===== config.mk =====
export PLATFORM = sky130hd
export DESIGN_NAME = baud_search
export DESIGN_NICKNAME = d
export VERILOG_FILES = /design/src/rtl/baud_search_pkg.sv /design/src/rtl/bsr_cand_seq.sv /design/src/rtl/bsr_divider.sv /design/src/rtl/bsr_judge.sv /design/src/rtl/bsr_best.sv /design/src/rtl/baud_search.sv
export SDC_FILE = /design/constraint.sdc
export NUM_CORES = 1
export LEC_CHECK = 0
export CAP_MARGIN = 20
export CORE_UTILIZATION = 57
export CTS_CLUSTER_DIAMETER = 50
export DETAILED_ROUTE_END_ITERATION = 10
export PLACE_DENSITY = 0.76
export SLEW_MARGIN = 20
export SYNTH_ARGS = -nofsm -noshare
export SYNTH_HDL_FRONTEND = slang
export SYNTH_SLANG_ARGS = --single-unit

===== constraint.sdc =====
create_clock -name clk -period 6.29 [get_ports clk]
set_input_delay 1.258 -clock clk [delete_from_list [all_inputs] [get_ports clk]]
set_output_delay 1.258 -clock clk [all_outputs]
set_load 0.1 [all_outputs]

===== src/rtl/baud_search_pkg.sv =====
package baud_search_pkg;

    localparam int BSR_MUL_MAX = 15;
    localparam int BSR_MUL_W   = $clog2(BSR_MUL_MAX + 1);
    localparam int BSR_DL_MAX  = 65536;
    localparam int BSR_DL_W    = $clog2(BSR_DL_MAX + 1);

    typedef enum logic [1:0] {
        S_IDLE,
        S_LOAD,
        S_DIV,
        S_EVAL
    } bsr_state_e;

    typedef struct packed {
        logic [BSR_DL_W-1:0]  dl;
        logic [BSR_MUL_W-1:0] mul;
        logic [BSR_MUL_W-1:0] divadd;
    } bsr_pick_t;

    function automatic logic [BSR_MUL_W:0] bsr_sum(input logic [BSR_MUL_W-1:0] m,
                                                   input logic [BSR_MUL_W-1:0] d);
        return {1'b0, m} + {1'b0, d};
    endfunction

endpackage


===== src/rtl/bsr_cand_seq.sv =====
module bsr_cand_seq
    import baud_search_pkg::*;
(
    input  logic                 clk,
    input  logic                 rst,
    input  logic                 first_i,
    input  logic                 advance_i,
    output logic [BSR_MUL_W-1:0] mul_o,
    output logic [BSR_MUL_W-1:0] divadd_o,
    output logic                 last_o
);
    localparam logic [BSR_MUL_W-1:0] MUL_TOP = BSR_MUL_W'(BSR_MUL_MAX);

    logic [BSR_MUL_W-1:0] mul_q;
    logic [BSR_MUL_W-1:0] divadd_q;

    always_ff @(posedge clk) begin
        if (rst || first_i) begin
            mul_q    <= BSR_MUL_W'(1);
            divadd_q <= '0;
        end else if (advance_i) begin
            if (divadd_q == mul_q - BSR_MUL_W'(1)) begin
                mul_q    <= mul_q + BSR_MUL_W'(1);
                divadd_q <= '0;
            end else begin
                divadd_q <= divadd_q + BSR_MUL_W'(1);
            end
        end
    end

    assign mul_o    = mul_q;
    assign divadd_o = divadd_q;
    assign last_o   = (mul_q == MUL_TOP) && (divadd_q == MUL_TOP - BSR_MUL_W'(1));

    AST_MUL_LEGAL: assert property (@(posedge clk) disable iff (rst)
        (mul_q >= BSR_MUL_W'(1)) && (mul_q <= MUL_TOP));
    AST_DIVADD_BELOW_MUL: assert property (@(posedge clk) disable iff (rst)
        divadd_q < mul_q);
    AST_NO_ADVANCE_PAST_LAST: assert property (@(posedge clk) disable iff (rst)
        (advance_i && !first_i && !last_o) |=> (mul_q >= $past(mul_q)));

endmodule


===== src/rtl/bsr_divider.sv =====
module bsr_divider #(
    parameter int NUM_W = 64,
    parameter int DEN_W = 37
) (
    input  logic             clk,
    input  logic             rst,
    input  logic             load_i,
    input  logic [NUM_W-1:0] num_i,
    input  logic [DEN_W-1:0] den_i,
    output logic             last_o,
    output logic [NUM_W-1:0] quo_o
);
    localparam int CNT_W = $clog2(NUM_W);

    logic [NUM_W-1:0] quo_q;
    logic [DEN_W:0]   rem_q;
    logic [DEN_W-1:0] den_q;
    logic [CNT_W-1:0] cnt_q;
    logic             run_q;

    logic [DEN_W:0] shifted;
    logic [DEN_W:0] diff;
    logic           fits;

    always_comb begin
        shifted = {rem_q[DEN_W-1:0], quo_q[NUM_W-1]};
        fits    = shifted >= {1'b0, den_q};
        diff    = shifted - {1'b0, den_q};
    end

    assign last_o = run_q && (cnt_q == CNT_W'(NUM_W - 1));
    assign quo_o  = quo_q;

    always_ff @(posedge clk) begin
        if (rst) begin
            quo_q <= '0;
            rem_q <= '0;
            den_q <= '0;
            cnt_q <= '0;
            run_q <= 1'b0;
        end else if (load_i) begin
            quo_q <= num_i;
            rem_q <= '0;
            den_q <= den_i;
            cnt_q <= '0;
            run_q <= 1'b1;
        end else if (run_q) begin
            quo_q <= {quo_q[NUM_W-2:0], fits};
            rem_q <= fits ? diff : shifted;
            cnt_q <= cnt_q + CNT_W'(1);
            if (last_o) begin
                run_q <= 1'b0;
            end
        end
    end

    AST_REM_BELOW_DEN: assert property (@(posedge clk) disable iff (rst)
        (run_q && (den_q != '0)) |-> (rem_q < {1'b0, den_q}));
    AST_LOAD_WHILE_IDLE: assert property (@(posedge clk) disable iff (rst)
        load_i |-> !run_q);

endmodule


===== src/rtl/bsr_judge.sv =====
module bsr_judge
    import baud_search_pkg::*;
#(
    parameter int QUO_W  = 64,
    parameter int FRAC_W = 32
) (
    input  logic [QUO_W-1:0]    quo_i,
    output logic                ok_o,
    output logic [FRAC_W-1:0]   err_o,
    output logic [BSR_DL_W-1:0] dl_o
);
    localparam int INT_W = QUO_W - FRAC_W;
    localparam logic [FRAC_W-1:0] HALF = FRAC_W'(1) << (FRAC_W - 1);

    logic [INT_W:0]    whole;
    logic [INT_W:0]    rounded;
    logic [FRAC_W-1:0] frac;
    logic              up;

    always_comb begin
        whole   = {1'b0, quo_i[QUO_W-1:FRAC_W]};
        frac    = quo_i[FRAC_W-1:0];
        up      = frac > HALF;
        rounded = whole + (INT_W + 1)'(up);
        err_o   = up ? (~frac + FRAC_W'(1)) : frac;
        ok_o    = (rounded != '0) && (rounded <= (INT_W + 1)'(BSR_DL_MAX));
        dl_o    = BSR_DL_W'(rounded);
    end

endmodule


===== src/rtl/bsr_best.sv =====
module bsr_best
    import baud_search_pkg::*;
#(
    parameter int ERR_W = 32
) (
    input  logic             clk,
    input  logic             rst,
    input  logic             clr_i,
    input  logic             eval_i,
    input  logic             ok_i,
    input  logic [ERR_W-1:0] err_i,
    input  bsr_pick_t        pick_i,
    output logic             take_o,
    output logic [ERR_W-1:0] best_err_o,
    output bsr_pick_t        best_pick_o,
    output logic             have_o
);
    logic [ERR_W-1:0] best_err_q;
    bsr_pick_t        best_pick_q;
    logic             have_q;

    assign take_o      = eval_i && ok_i && (err_i < best_err_q);
    assign best_err_o  = best_err_q;
    assign best_pick_o = best_pick_q;
    assign have_o      = have_q;

    always_ff @(posedge clk) begin
        if (rst || clr_i) begin
            best_err_q  <= '1;
            best_pick_q <= '0;
            have_q      <= 1'b0;
        end else if (take_o) begin
            best_err_q  <= err_i;
            best_pick_q <= pick_i;
            have_q      <= 1'b1;
        end
    end

    AST_BEST_NONINCREASING: assert property (@(posedge clk) disable iff (rst)
        !clr_i |=> (best_err_q <= $past(best_err_q)));
    AST_KEPT_IN_RANGE: assert property (@(posedge clk) disable iff (rst)
        have_q |-> ((best_pick_q.dl != '0) && (best_pick_q.dl <= BSR_DL_W'(BSR_DL_MAX))));

endmodule


===== src/rtl/baud_search.sv =====
module baud_search
    import baud_search_pkg::*;
#(
    parameter int IN_W     = 32,
    parameter int FRAC_W   = 32,
    parameter int OVS_LOG2 = 4
) (
    input  logic                 clk,
    input  logic                 rst,
    input  logic                 start_i,
    input  logic [IN_W-1:0]      freq_i,
    input  logic [IN_W-1:0]      baud_i,
    output logic                 done_o,
    output logic                 no_fit_o,
    output logic [BSR_DL_W-1:0]  dl_o,
    output logic [BSR_MUL_W-1:0] mul_o,
    output logic [BSR_MUL_W-1:0] divadd_o
);
    localparam int SHIFT = FRAC_W - OVS_LOG2;
    localparam int NUM_W = IN_W + SHIFT + BSR_MUL_W;
    localparam int DEN_W = IN_W + BSR_MUL_W + 1;

    bsr_state_e state_q;
    logic [IN_W-1:0] freq_q;
    logic [IN_W-1:0] baud_q;
    logic            done_q;
    logic            nofit_q;
    bsr_pick_t       res_q;

    logic [BSR_MUL_W-1:0] mul;
    logic [BSR_MUL_W-1:0] divadd;
    logic                 last_cand;
    logic                 first;
    logic                 advance;

    logic [NUM_W-1:0]    num;
    logic [DEN_W-1:0]    den;
    logic                div_last;
    logic [NUM_W-1:0]    quo;

    logic                cand_ok;
    logic [FRAC_W-1:0]   cand_err;
    logic [BSR_DL_W-1:0] cand_dl;
    bsr_pick_t           cand_pick;

    logic                take;
    logic [FRAC_W-1:0]   best_err;
    bsr_pick_t           best_pick;
    logic                have;

    logic                accept;
    logic                eval;
    logic                finish;
    logic                fin_have;
    bsr_pick_t           fin_pick;

    always_comb begin
        accept    = (state_q == S_IDLE) && start_i;
        eval      = (state_q == S_EVAL);
        first     = accept;
        finish    = eval && ((take && (cand_err == '0)) || last_cand);
        advance   = eval && !finish;
        num       = (NUM_W'(freq_q) << SHIFT) * NUM_W'(mul);
        den       = DEN_W'(bsr_sum(mul, divadd)) * DEN_W'(baud_q);
        cand_pick = '{dl: cand_dl, mul: mul, divadd: divadd};
        fin_have  = have || take;
        fin_pick  = take ? cand_pick : best_pick;
    end

    bsr_cand_seq u_seq (
        .clk      (clk),
        .rst      (rst),
        .first_i  (first),
        .advance_i(advance),
        .mul_o    (mul),
        .divadd_o (divadd),
        .last_o   (last_cand)
    );

    bsr_divider #(
        .NUM_W(NUM_W),
        .DEN_W(DEN_W)
    ) u_div (
        .clk   (clk),
        .rst   (rst),
        .load_i(state_q == S_LOAD),
        .num_i (num),
        .den_i (den),
        .last_o(div_last),
        .quo_o (quo)
    );

    bsr_judge #(
        .QUO_W (NUM_W),
        .FRAC_W(FRAC_W)
    ) u_judge (
        .quo_i(quo),
        .ok_o (cand_ok),
        .err_o(cand_err),
        .dl_o (cand_dl)
    );

    bsr_best #(
        .ERR_W(FRAC_W)
    ) u_best (
        .clk        (clk),
        .rst        (rst),
        .clr_i      (accept),
        .eval_i     (eval),
        .ok_i       (cand_ok),
        .err_i      (cand_err),
        .pick_i     (cand_pick),
        .take_o     (take),
        .best_err_o (best_err),
        .best_pick_o(best_pick),
        .have_o     (have)
    );

    always_ff @(posedge clk) begin
        if (rst) begin
            state_q <= S_IDLE;
            freq_q  <= '0;
            baud_q  <= '0;
            done_q  <= 1'b0;
            nofit_q <= 1'b0;
            res_q   <= '0;
        end else begin
            done_q <= 1'b0;
            unique case (state_q)
                S_IDLE: begin
                    if (start_i) begin
                        freq_q  <= freq_i;
                        baud_q  <= baud_i;
                        state_q <= S_LOAD;
                    end
                end
                S_LOAD: state_q <= S_DIV;
                S_DIV: begin
                    if (div_last) begin
                        state_q <= S_EVAL;
                    end
                end
                S_EVAL: begin
                    if (finish) begin
                        state_q <= S_IDLE;
                        done_q  <= 1'b1;
                        nofit_q <= !fin_have;
                        res_q   <= fin_have ? fin_pick : '0;
                    end else begin
                        state_q <= S_LOAD;
                    end
                end
                default: state_q <= S_IDLE;
            endcase
        end
    end

    assign done_o   = done_q;
    assign no_fit_o = nofit_q;
    assign dl_o     = res_q.dl;
    assign mul_o    = res_q.mul;
    assign divadd_o = res_q.divadd;

    AST_DONE_SINGLE: assert property (@(posedge clk) disable iff (rst)
        done_q |=> !done_q);
    AST_NOFIT_ZEROED: assert property (@(posedge clk) disable iff (rst)
        (done_q && nofit_q) |-> (res_q == '0));
    AST_RESULT_LEGAL: assert property (@(posedge clk) disable iff (rst)
        (done_q && !nofit_q) |-> ((res_q.dl != '0) && (res_q.dl <= BSR_DL_W'(BSR_DL_MAX))));
    AST_RESULT_HELD: assert property (@(posedge clk) disable iff (rst)
        !done_q |-> ($stable(res_q) && $stable(nofit_q)));
    AST_INPUTS_HELD: assert property (@(posedge clk) disable iff (rst)
        (state_q != S_IDLE) |=> ($stable(freq_q) && $stable(baud_q)));
    AST_EXACT_STOPS: assert property (@(posedge clk) disable iff (rst)
        (eval && take && (cand_err == '0)) |=> (state_q == S_IDLE));
    AST_BEST_NOT_ZERO_MIDRUN: assert property (@(posedge clk) disable iff (rst)
        (state_q == S_LOAD) |-> (best_err != '0));

endmodule


==> flow_summary_export.csv <==
group,metric,value,unit
timing,fin_crit_sh,97.1,%
timing,holdWs,467,ps
global_route,antenna_found_initial,1,
detailed_routing,vias,21900,
die,row_count,77,
detailed_routing,drc,0,
die,start_util,57.7,%
outcome,outcome,"finished, final reports clean",
power,total_power,10.3,mW
timing,setup_viol,0,
logic_synthesis,syn_nets,3528,
place,dp_hpwl,46500,microns
clocking,clock_latency,590,ps
final_layout,diodes,0,
clocking,cts.path.max_buffers,3,
die,core,44100,sq um
power,cellPowerDensity,363,nW/um^2
die,die_h,213,microns
logic_synthesis,synth_enable_flop_cells,0,
timing,hold_viol_final,0,
power,p_leak,12.6,nW
final_layout,final_util,64.1,%
logic_synthesis,synth_flop_cell,"dfxtp_1",
flow_run,max-cap-violations,0,
final_layout,fin_cells,3753,
timing,clock_skew,35.1,ps
final_layout,mostFrequentLayoutCells,"nand2_1 (397), dfxtp_1 (302), inv_1 (296)",
timing,finalCriticalPeriod,6110,ps
timing,setup_tns,0,ps
global_route,grt_max_degree,97,
logic_synthesis,syn_inst,3139,
detailed_routing,drt_iter0_drc,1312,
die,die_area,45500,sq um
worst_setup_path,end_kind,"flip-flop",
detailed_routing,wl_per_cell,16.8,microns
logic_synthesis,synthesis.area_per_instance,8.12,sq um
global_route,grt_pass1_vias,21900,
clocking,cts_htree_levels,2,
final_layout,final_common_cell,"nand2_1",
final_layout,stdcell_area,28300,sq um
place,port_buffers,93,
detailed_routing,finalWirelength,63100,microns
detailed_routing,via_per_inst,5.83,
final_layout,nets,3517,
global_route,overflow,0,
place,dp_slack,-47.3,ps
global_route,grt_use_total,28.6,%
detailed_routing,firstDrtPassIters,5,
worst_setup_path,critPathMaxFanout,32,
final_layout,drive_above_1_share,5.50,%
die,io_pins,94,
timing,clock.fmax,0.164,GHz
place,dpl_cell_area,26700,sq um
power,peakVddDrop,0.431,mV
logic_synthesis,synth_area,25500,sq um
worst_setup_path,critPathRequiredTime,6820,ps
clocking,cts_tree,"built",
worst_hold_path,min_path_type,"reg -> reg",
place,dpl.cell_count,3676,
clocking,cts.clk_slew.worst_paths,60,ps
timing,setup_slack,181,ps
final_layout,syn_to_final_growth,11.0,%
logic_synthesis,ys_types,87,
clocking,clock_sinks,304,
worst_setup_path,worstSetupPathType,"reg -> reg",
timing,maxSlewHeadroom,29.3,%
detailed_routing,drt.antenna.violating_nets,0,
logic_synthesis,ys_ff_latch,304,
worst_setup_path,critPathArrivalTime,6640,ps
clocking,root_buffer,"clkbuf_16",
clocking,cts_buffers,42,
global_route,grt_pass1_wl,106000,microns
timing,slew_viol_final,0,
worst_setup_path,startpoint_type,"flip-flop",
place,gp_routability_congestion,0.898,
timing,worstMarginPinSlew,1060,ps
die,die_w,213,microns
logic_synthesis,ys_seq_area_share,23.9,%
logic_synthesis,yosys_warnings,0,
logic_synthesis,synthArstFlopShare,0,%
[Yosys cell counts, drive strengths merged (47+ instances only)]
| cell type | instances | area [sq um] |
|---|---|---|
| ha | 170 | 2130 |
| xnor2 | 107 | 937 |
| o21ai | 116 | 581 |
| clkbuf | 136 | 510 |
| a21oi | 210 | 1050 |
| mux2i | 124 | 1240 |
| and2 | 140 | 876 |
| a21o | 55 | 413 |
| nand3 | 47 | 235 |
| fa | 152 | 3040 |
| nand2 | 399 | 1500 |
| nor2b | 64 | 400 |
| a211oi | 89 | 723 |
| nor2 | 208 | 781 |
| inv | 297 | 1110 |
| dfxtp | 304 | 6090 |
[registers in the layout, summed over array words and instances (netlist names), 2 cells and up]
register and count:
u_div.quo_o 64, u_best.best_err_o 32, dl_o 17, state_q 2
divadd_o 4, u_div.cnt_q 6, u_seq.mul_o 4, u_best.best_pick_o 25
u_div.rem_q 37, u_div.den_q 37, u_seq.divadd_o 4, baud_q 32
mul_o 4, freq_q 32
[per-layer routing]
layer	part of all wire (%)	GRT usage [%]
met5	0.021	0
met2	50	51.6
met1	42	33.8
met3	3.7	3.38
met4	4.3	13.3
[power breakdown]
| part | switching (mW) | internal, mW | total, mW |
|---|---|---|---|
| Sequential | 0.471 | 2.23 | 2.70 |
| Combinational | 2.90 | 2.11 | 5.01 |
| Clock | 0.981 | 1.57 | 2.55 |
[cell families after synthesis]
| family | share of synthesized area (%) |
|---|---|
| buffers and inverters | 7.42 |
| XOR/XNOR | 5.12 |
| multiplexers | 5.24 |
| AND/OR/NAND/NOR | 21.1 |
| adder cells (fa/ha/maj) | 20.3 |
| AO/OA/AOI/OAI | 17.0 |
| flip-flops | 23.9 |
[final cells by class]
type                       instances  area (sq um)
inverter                         298          1120
clock buffer                      52          1150
fill                            3838         15900
multi-input combinational       2356         17600
clock inverter                    25           355
sequential                       304          6090
tap                              592           741
timing repair buffer             126          1210
[timing repair]
item,4_1_cts,5_1_grt
gates resized for setup,1,13
hold endpoints to repair,0,0
buffers inserted,0,0
endpoints found under the setup margin,1,9
hold buffers,0,0
[path summary, 6_finish.rpt]
path / depth (start not counted) / endpoint / start / slack (ps)
max: 24 / u_div.den_q[35] / u_seq.divadd_o[0] / 180
min: 2 / mul_o[3] / mul_o[3] / 470
max reg2reg: 24 / u_div.den_q[35] / u_seq.divadd_o[0] / 180
min reg2reg: 2 / mul_o[3] / mul_o[3] / 470
[critical path, cell delays in order (launching register included)]
cell	delay, ps
dfxtp_1	430
ha_1	230
inv_1	60
fa_1	420
nor2b_1	120
o21ai_0	80
nand2b_1	120
buf_8	210
and2_1	190
fa_1	420
fa_1	550
inv_1	50
fa_1	520
inv_1	40
ha_1	360
a21oi_1	280
o211ai_1	130
a21oi_2	180
o21ai_1	130
o221a_2	300
a41o_1	290
o41ai_2	330
o22ai_2	170
nor4b_2	260
a211o_1	140
(Power assumes the default switching activity.)
